===== config.mk =====
export PLATFORM = sky130hd
export DESIGN_NAME = trig_sel_top
export DESIGN_NICKNAME = d
export VERILOG_FILES = /design/src/rtl/trig_pkg.sv /design/src/rtl/trig_src_mux.sv /design/src/rtl/trig_edge_det.sv /design/src/rtl/trig_sel_top.sv
export SDC_FILE = /design/constraint.sdc
export NUM_CORES = 1
export LEC_CHECK = 0
export BUFFER_PORTS_ARGS = -buffer_cell sky130_fd_sc_hd__buf_4
export CORE_MARGIN = 8
export CORE_UTILIZATION = 35
export DETAILED_ROUTE_END_ITERATION = 10
export GPL_TIMING_DRIVEN = 0
export MAX_ROUTING_LAYER = met4
export PLACE_DENSITY = 0.79
export SLEW_MARGIN = 0
export SYNTH_ARGS = -nofsm -noshare
export SYNTH_HDL_FRONTEND = slang
export SYNTH_SLANG_ARGS = --single-unit

===== constraint.sdc =====
create_clock -name clk -period 1.3 [get_ports clk]
set_input_delay 0.39 -clock clk [delete_from_list [all_inputs] [get_ports clk]]
set_output_delay 0.39 -clock clk [all_outputs]
set_load 0.01 [all_outputs]

===== src/rtl/trig_pkg.sv =====
package trig_pkg;
  localparam int unsigned N_EVT = 32;
  localparam int unsigned SEL_W = $clog2(N_EVT);

  typedef enum logic [1:0] {
    MODE_OFF   = 2'b00,
    MODE_ON    = 2'b01,
    MODE_RSVD  = 2'b10,
    MODE_FLUSH = 2'b11
  } if_mode_e;

  // Select codes that carry no hardware event (7, 8, 9, 10)
  localparam logic [N_EVT-1:0] NOEV_MASK = 32'h0000_0780;
endpackage


===== src/rtl/trig_src_mux.sv =====
module trig_src_mux #(
  parameter int unsigned         NUM   = 32,
  parameter int unsigned         SW    = $clog2(NUM),
  parameter logic [NUM-1:0]      DEAD  = '0
) (
  input  logic [NUM-1:0] evt_i,
  input  logic [SW-1:0]  sel_i,
  output logic           lvl_o,
  output logic           live_o
);
  logic [NUM-1:0] gated;

  // Lines whose code means "no event" are tied low before selection
  for (genvar g = 0; g < NUM; g++) begin : g_gate
    if (DEAD[g]) begin : g_dead
      assign gated[g] = 1'b0;
    end else begin : g_live
      assign gated[g] = evt_i[g];
    end
  end

  assign lvl_o  = gated[sel_i];
  assign live_o = ~DEAD[sel_i];
endmodule


===== src/rtl/trig_edge_det.sv =====
module trig_edge_det #(
  parameter int unsigned SW = 5
) (
  input  logic          clk,
  input  logic          rst_n,
  input  logic          lvl_i,
  input  logic          live_i,
  input  logic [SW-1:0] sel_i,
  input  logic          fall_i,
  output logic          hit_o
);
  localparam int unsigned CFG_W = SW + 1;

  logic [CFG_W-1:0] cfg_q;
  logic             prev_q;
  logic             primed_q;
  logic             norm;
  logic             cfg_chg;

  // Fold polarity into the level so only 0->1 has to be found
  assign norm    = lvl_i ^ fall_i;
  assign cfg_chg = {sel_i, fall_i} != cfg_q;

  always_ff @(posedge clk or negedge rst_n) begin
    if (!rst_n) begin
      cfg_q    <= '0;
      prev_q   <= 1'b0;
      primed_q <= 1'b0;
    end else begin
      cfg_q    <= {sel_i, fall_i};
      prev_q   <= norm;   // also reloads on reconfiguration
      primed_q <= 1'b1;
    end
  end

  assign hit_o = primed_q & ~cfg_chg & live_i & ~prev_q & norm;
endmodule


===== src/rtl/trig_sel_top.sv =====
module trig_sel_top
  import trig_pkg::*;
#(
  parameter int unsigned NUM = N_EVT
) (
  input  logic                   clk,
  input  logic                   rst_n,
  input  logic [NUM-1:0]         evt_i,
  input  logic [$clog2(NUM)-1:0] src_sel_i,
  input  logic                   fall_i,
  input  logic                   sw_wr_i,
  input  logic                   sw_bit_i,
  input  logic [1:0]             if_mode_i,
  output logic                   start_o
);
  localparam int unsigned SW = $clog2(NUM);

  logic lvl, live, hw_hit, sw_hit, en, start_q;

  trig_src_mux #(.NUM(NUM), .SW(SW), .DEAD(NOEV_MASK[NUM-1:0])) u_mux (
    .evt_i  (evt_i),
    .sel_i  (src_sel_i),
    .lvl_o  (lvl),
    .live_o (live)
  );

  trig_edge_det #(.SW(SW)) u_edge (
    .clk    (clk),
    .rst_n  (rst_n),
    .lvl_i  (lvl),
    .live_i (live),
    .sel_i  (src_sel_i),
    .fall_i (fall_i),
    .hit_o  (hw_hit)
  );

  assign sw_hit = sw_wr_i & sw_bit_i;
  assign en     = (if_mode_i == MODE_ON);

  always_ff @(posedge clk or negedge rst_n) begin
    if (!rst_n) start_q <= 1'b0;
    else        start_q <= en & (hw_hit | sw_hit);
  end

  assign start_o = start_q;
endmodule


## Word-level counts from Yosys, hierarchy flattened

Memory sizes are Yosys's and may differ from the RTL's.
Index checks and enable logic that the tools add are counted.

- Register bits after elaboration: 9
- Bits in latches: 0
- Memory bits (writable): 0
- Memory bits (read-only): 32
- Bits of input ports: 44
- Output and inout port bits: 1
- Word-level logic and storage cells: 22
- Memories kept: 1

- $add $sub $neg: 0
- $mul: 0
- Divide/modulo/power cells: 0
- $lt $le $gt $ge: 1
- Equal/unequal tests: 2
- Shift-type cells: 0
- Mux-type cells: 3
- Bitwise gates (word level): 11
- Reductions and logical operators: 0

Memory list:

| memory | depth | bits a word | read ports | clocked after Yosys merged registers in | write ports | RTL line | RTL |
|---|---|---|---|---|---|---|---|
| (no name shown) | 32 | 1 | 1 | 0 | 0 | trig_src_mux.sv:23 | `assign live_o = ~DEAD[sel_i];` |

Operators with widths:

| operator | number |
|---|---|
| AND 1 bit | 6 |
| < comparator 5 x 6 -> 1 bit, second input constant | 1 |
| != test 6 bit | 1 |
| binary-select mux 1 bit (select 5 bit) | 1 |
| NOT 1 bit | 3 |
| equality test 2 x 1 -> 1 bit, second input constant | 1 |
| two-way mux 1 bit | 2 |
| OR 1 bit | 1 |
| bitwise XOR 1 bit | 1 |

## Logic depth before layout (Yosys ltp)

- Word-level depth: 8
- Depth in mapped cells: 8
- Gate-level depth less buffers: 6

## By module

A second synthesis with hierarchy kept.

- Cells, all modules: 65
- Area total of the unflattened synthesis: 665.6 um2

By module, submodules not included:

| module | times used | cells an instance | area each (um2) | sequential area each (um2) |
|---|---|---|---|---|
| trig_src_mux | 1 | 41 | 329.1 | 0.0 |
| trig_edge_det | 1 | 21 | 294.0 | 200.2 |
| trig_sel_top | 1 | 3 | 42.5 | 25.0 |

## Worst setup path after synthesis

No wires, ideal clock.

- Kind: input to register
- From: input src_sel_i[0]
- To: register start_q, in the netlist start_o
- Setup time: 120 ps
- Arrival time: 1967 ps
- Required time: 1180 ps
- Setup slack: -787 ps
- Cell stages on the path: 7
- Path buffers: 1
- Path through: buf_2 -> mux4_2 -> mux4_2 -> nor2_1 -> a31oi_1 -> mux2i_1 -> a31o_1

- Cells in the longest elaborated chain, start to end: 8
- Elaborated cells on any way between the ends: 14
- Classes of those cells: eq/ne (1); mux (3); bitwise (9); memory (1)

Ends and longest elaborated chain:

| what | RTL line | RTL |
|---|---|---|
| start, declared | trig_sel_top.sv:9 | `input logic [$clog2(NUM)-1:0] src_sel_i,` |
| memory read (32 x 1 bit) / != test 6 bit (equally long branches) | -- |  |
| two-way mux 1 bit (implied by the code) / NOT 1 bit (equally long branches) | trig_src_mux.sv:23, trig_edge_det.sv:36 |  |
| NOT 1 bit / AND 1 bit (equally long branches) | trig_src_mux.sv:23, trig_edge_det.sv:36 |  |
| AND 1 bit (2 in a row) | trig_edge_det.sv:36 | `assign hit_o = primed_q & ~cfg_chg & live_i & ~prev_q & norm;` |
| AND 1 bit * | trig_edge_det.sv:36 |  |
| OR 1 bit * | trig_sel_top.sv:42 | `else start_q <= en & (hw_hit \| sw_hit);` |
| AND 1 bit * | trig_sel_top.sv:42 |  |
| end signal, assigned | trig_sel_top.sv:42 |  |
| end, declared | trig_sel_top.sv:18 | `logic lvl, live, hw_hit, sw_hit, en, start_q;` |

Every way passes the cells marked *; elsewhere a longest branch is shown, timed or not. The select of a mux whose other input is x is not followed.

## Final worst setup path

Same ends and word-level chain as after synthesis.

==> qor.yml <==
first_iter_violations: 10
syn_inst: 57
violations: "negative setup slack"
grt_max_degree: 11
die_y_um: 58.5
drive_gt1_share_pct: 53.4
yosysWarnings: 0
diodes: 0
cp_slowest_cell: "mux4_2"
fillers: 146
clkSlewWorstSetupHoldPaths_ns: 0.06
reg2reg_depth: 6
grt_overflow: 0
finalCritPeriodShare_pct: 147
cp_cell_sequence: "buf_8, buf_8, mux4_2, mux4_2, nor2_4, a31oi_4, mux2i_1, a31o_1"
path_class: "in2reg"
syn_nets: 101
worstPathRequired_ns: 1.44
fin_hold_ws_ns: 0.243
routabilityCongestion: 0.755
drc_errors: 0
powerDensity_nw_per_um2: 725
regToRegSetupSlack_ns: -0.30
setup_viol: 2
hp-start: "src_sel_i[0]"
hold_viol_final: 0
fin_skew_ns: 0.00103
grtUsageTotal_pct: 10.8
yosysUniqueCellTypes: 25
path_max_fanout: 5
hold_path.class: "in2reg"
cp-start-kind: "input port"
layout.nets: 148
clockRootBuffer: "clkbuf_4"
ant_nets: 0
syn_avg_cell_area_um2: 11.1
dp.cells: 122
timing.rr.start: "u_edge.cfg_q[3]"
outcome: "complete, but fails checks"
finalNonFillerCells: 128
p_leak_nw: 0.482
crit_end: "start_o"
worst_pin_slew_ns: 0.587
cts_tree: "yes"
reg2reg_to: "start_o"
place_hpwl_um: 1420
wire_per_inst_um: 13.4
fin_area_um2: 1050
dr.pass1.iters: 4
irDropWorstVdd_uv: 510
syn-cell-area_um2: 632
cts.sink_count: 9
insertion_delay_ns: 0.25
slew_violations: 0
vias: 611
grt_pass1_wl_um: 2890
die_w_um: 58.5
synth-edff-count: 0
setup_tns_ns: -1.20
critical_path.max_stage_delay_ns: 0.52
htree_num_levels: 1
postSynth.asyncResetShare_pct: 100
dpl-instance-area_um2: 973
row_count: 15
synth_flop_cell: "dfrtp_1"
io_buffers: 40
core_um2: 1710
cts-root-to-sink-buffers: 2
avgViaCountPerCell: 4.77
seq_area_frac_synth_pct: 35.6
min_path_cells: 1
io_pins: 45
drv_cap: 0
syn2layout_area_growth_pct: 66.5
power_mw: 0.762
multi_input_area_um2: 399
wirelength_um: 1720
cp-startpoint: "src_sel_i[0]"
critPathCaptureType: "register"
setup_ws_ns: -0.616
dieArea_um2: 3420
cts_buffers: 3
yosys_register_bits: 9
grt_pass1_vias: 718
critPathArrivalTime_ns: 2.06
initial_core_util_pct: 37.0
post-route-min-period_ns: 1.92
rsz0062_at_grt: "true"
max_slew_margin_pct: 59.8
fmax_mhz: 522
antenna_found_initial: 0
register_area_um2: 225
routing by layer:
metal  vias up  global-route usage, %  share of wire [%]
met5         -                      -                  0
met4         0                   4.20                  0
li1        305                      -                  -
met1       280                   11.6                 42
met2        26                   18.0                 51
met3         0                   3.70                7.8
cells in the final DEF, fill, tap and decap left out:
cell type and count:
dlygate4sd3_1 1, nand2b_1 2, nor2_4 1, conb_1 1
nor2b_1 1, xor2_1 2, dfrtp_1 9, a31oi_4 1
buf_4 40, a31oi_1 1, nand2_1 3, o211ai_1 2
xnor2_1 3, inv_1 3, nand4_1 1, mux2i_1 3
a21oi_1 2, nand3b_1 1, a211o_1 1, clkbuf_4 5
o21ai_0 1, a2111oi_0 1, nand3_1 2, mux4_2 6
nor2_1 1, clkbuf_1 2, a21boi_0 1, nand4b_1 3
buf_8 2, a31o_1 1
critical path: cells and delay by family:
family	cells	cell delay, ns
AO/OA/AOI/OAI	2	0.24
buffers and inverters	2	0.17
multiplexers	3	1.14
AND/OR/NAND/NOR	1	0.12
layout make-up:
cell class	count	area share [%]
Buffer	4	3.21
Clock buffer	4	2.50
Sequential cell	9	21.4
Tap cell	25	2.97
Multi-Input combinational cell	41	37.9
Timing Repair Buffer	42	30.9
Inverter	3	1.07
report_power, final:
| group | switching (mW) | internal (mW) | total, mW |
|---|---|---|---|
| Clock | 0.0910 | 0.118 | 0.209 |
| Sequential | 0.00588 | 0.298 | 0.304 |
| Combinational | 0.0882 | 0.162 | 0.250 |
| Total | 0.185 | 0.577 | 0.762 |
cells in the mapped netlist, types with 3 or more instances:
cell / n / area share [%]
inv_1: 3 / 1.8
buf_2: 3 / 2.4
nand2_1: 3 / 1.8
xnor2_1: 3 / 4.2
nand4b_1: 3 / 4.2
dfrtp_1: 9 / 36
mux2i_1: 3 / 4.8
mux4_2: 6 / 21
what timing repair did:
action                                  4_1_cts  5_1_grt
endpoints found under the setup margin        2        2
setup buffers                                 1        0
resized for setup                             5        3
endpoints found under the hold margin         9        0
hold buffers                                  1        0
pin swaps                                     1        1
sequential cells by signal, indices dropped and copies added (netlist names):
signal,cells
u_edge.prev_q,1
u_edge.cfg_q,6
start_o,1
u_edge.primed_q,1
metrics by stage:
step | util (%) | setup WS (ns)
6_report | 61.6 | -0.616
5_1_grt | 61.6 | -0.658
4_1_cts | 61.1 | -0.609
3_5_place_dp | 57.0 | -0.923
3_3_place_gp | 57.0 | -0.915
2_1_floorplan | - | -0.719
logic make-up (layout without fill, tap and decap cells):
| group | after synthesis | after routing | synth area share (%) |
|---|---|---|---|
| AO/OA/AOI/OAI | 11 | 11 | 12.1 |
| multiplexers | 9 | 9 | 26.1 |
| buffers and inverters | 7 | 53 | 4.75 |
| flip-flops | 9 | 9 | 35.6 |
| AND/OR/NAND/NOR | 15 | 15 | 13.9 |
| XOR/XNOR | 5 | 5 | 6.93 |
| other | 1 | 1 | 0.593 |
worst min-delay path by stage:
stage | slack [ns] | endpoint
floorplan | 0.09 | start_o
global route | 0.22 | u_edge.cfg_q[1]
detailed placement | 0.22 | start_o
CTS | 0.24 | u_edge.cfg_q[1]
finish | 0.24 | u_edge.cfg_q[1]
global placement | 0.21 | start_o
Power figures use the tool's default switching activity.
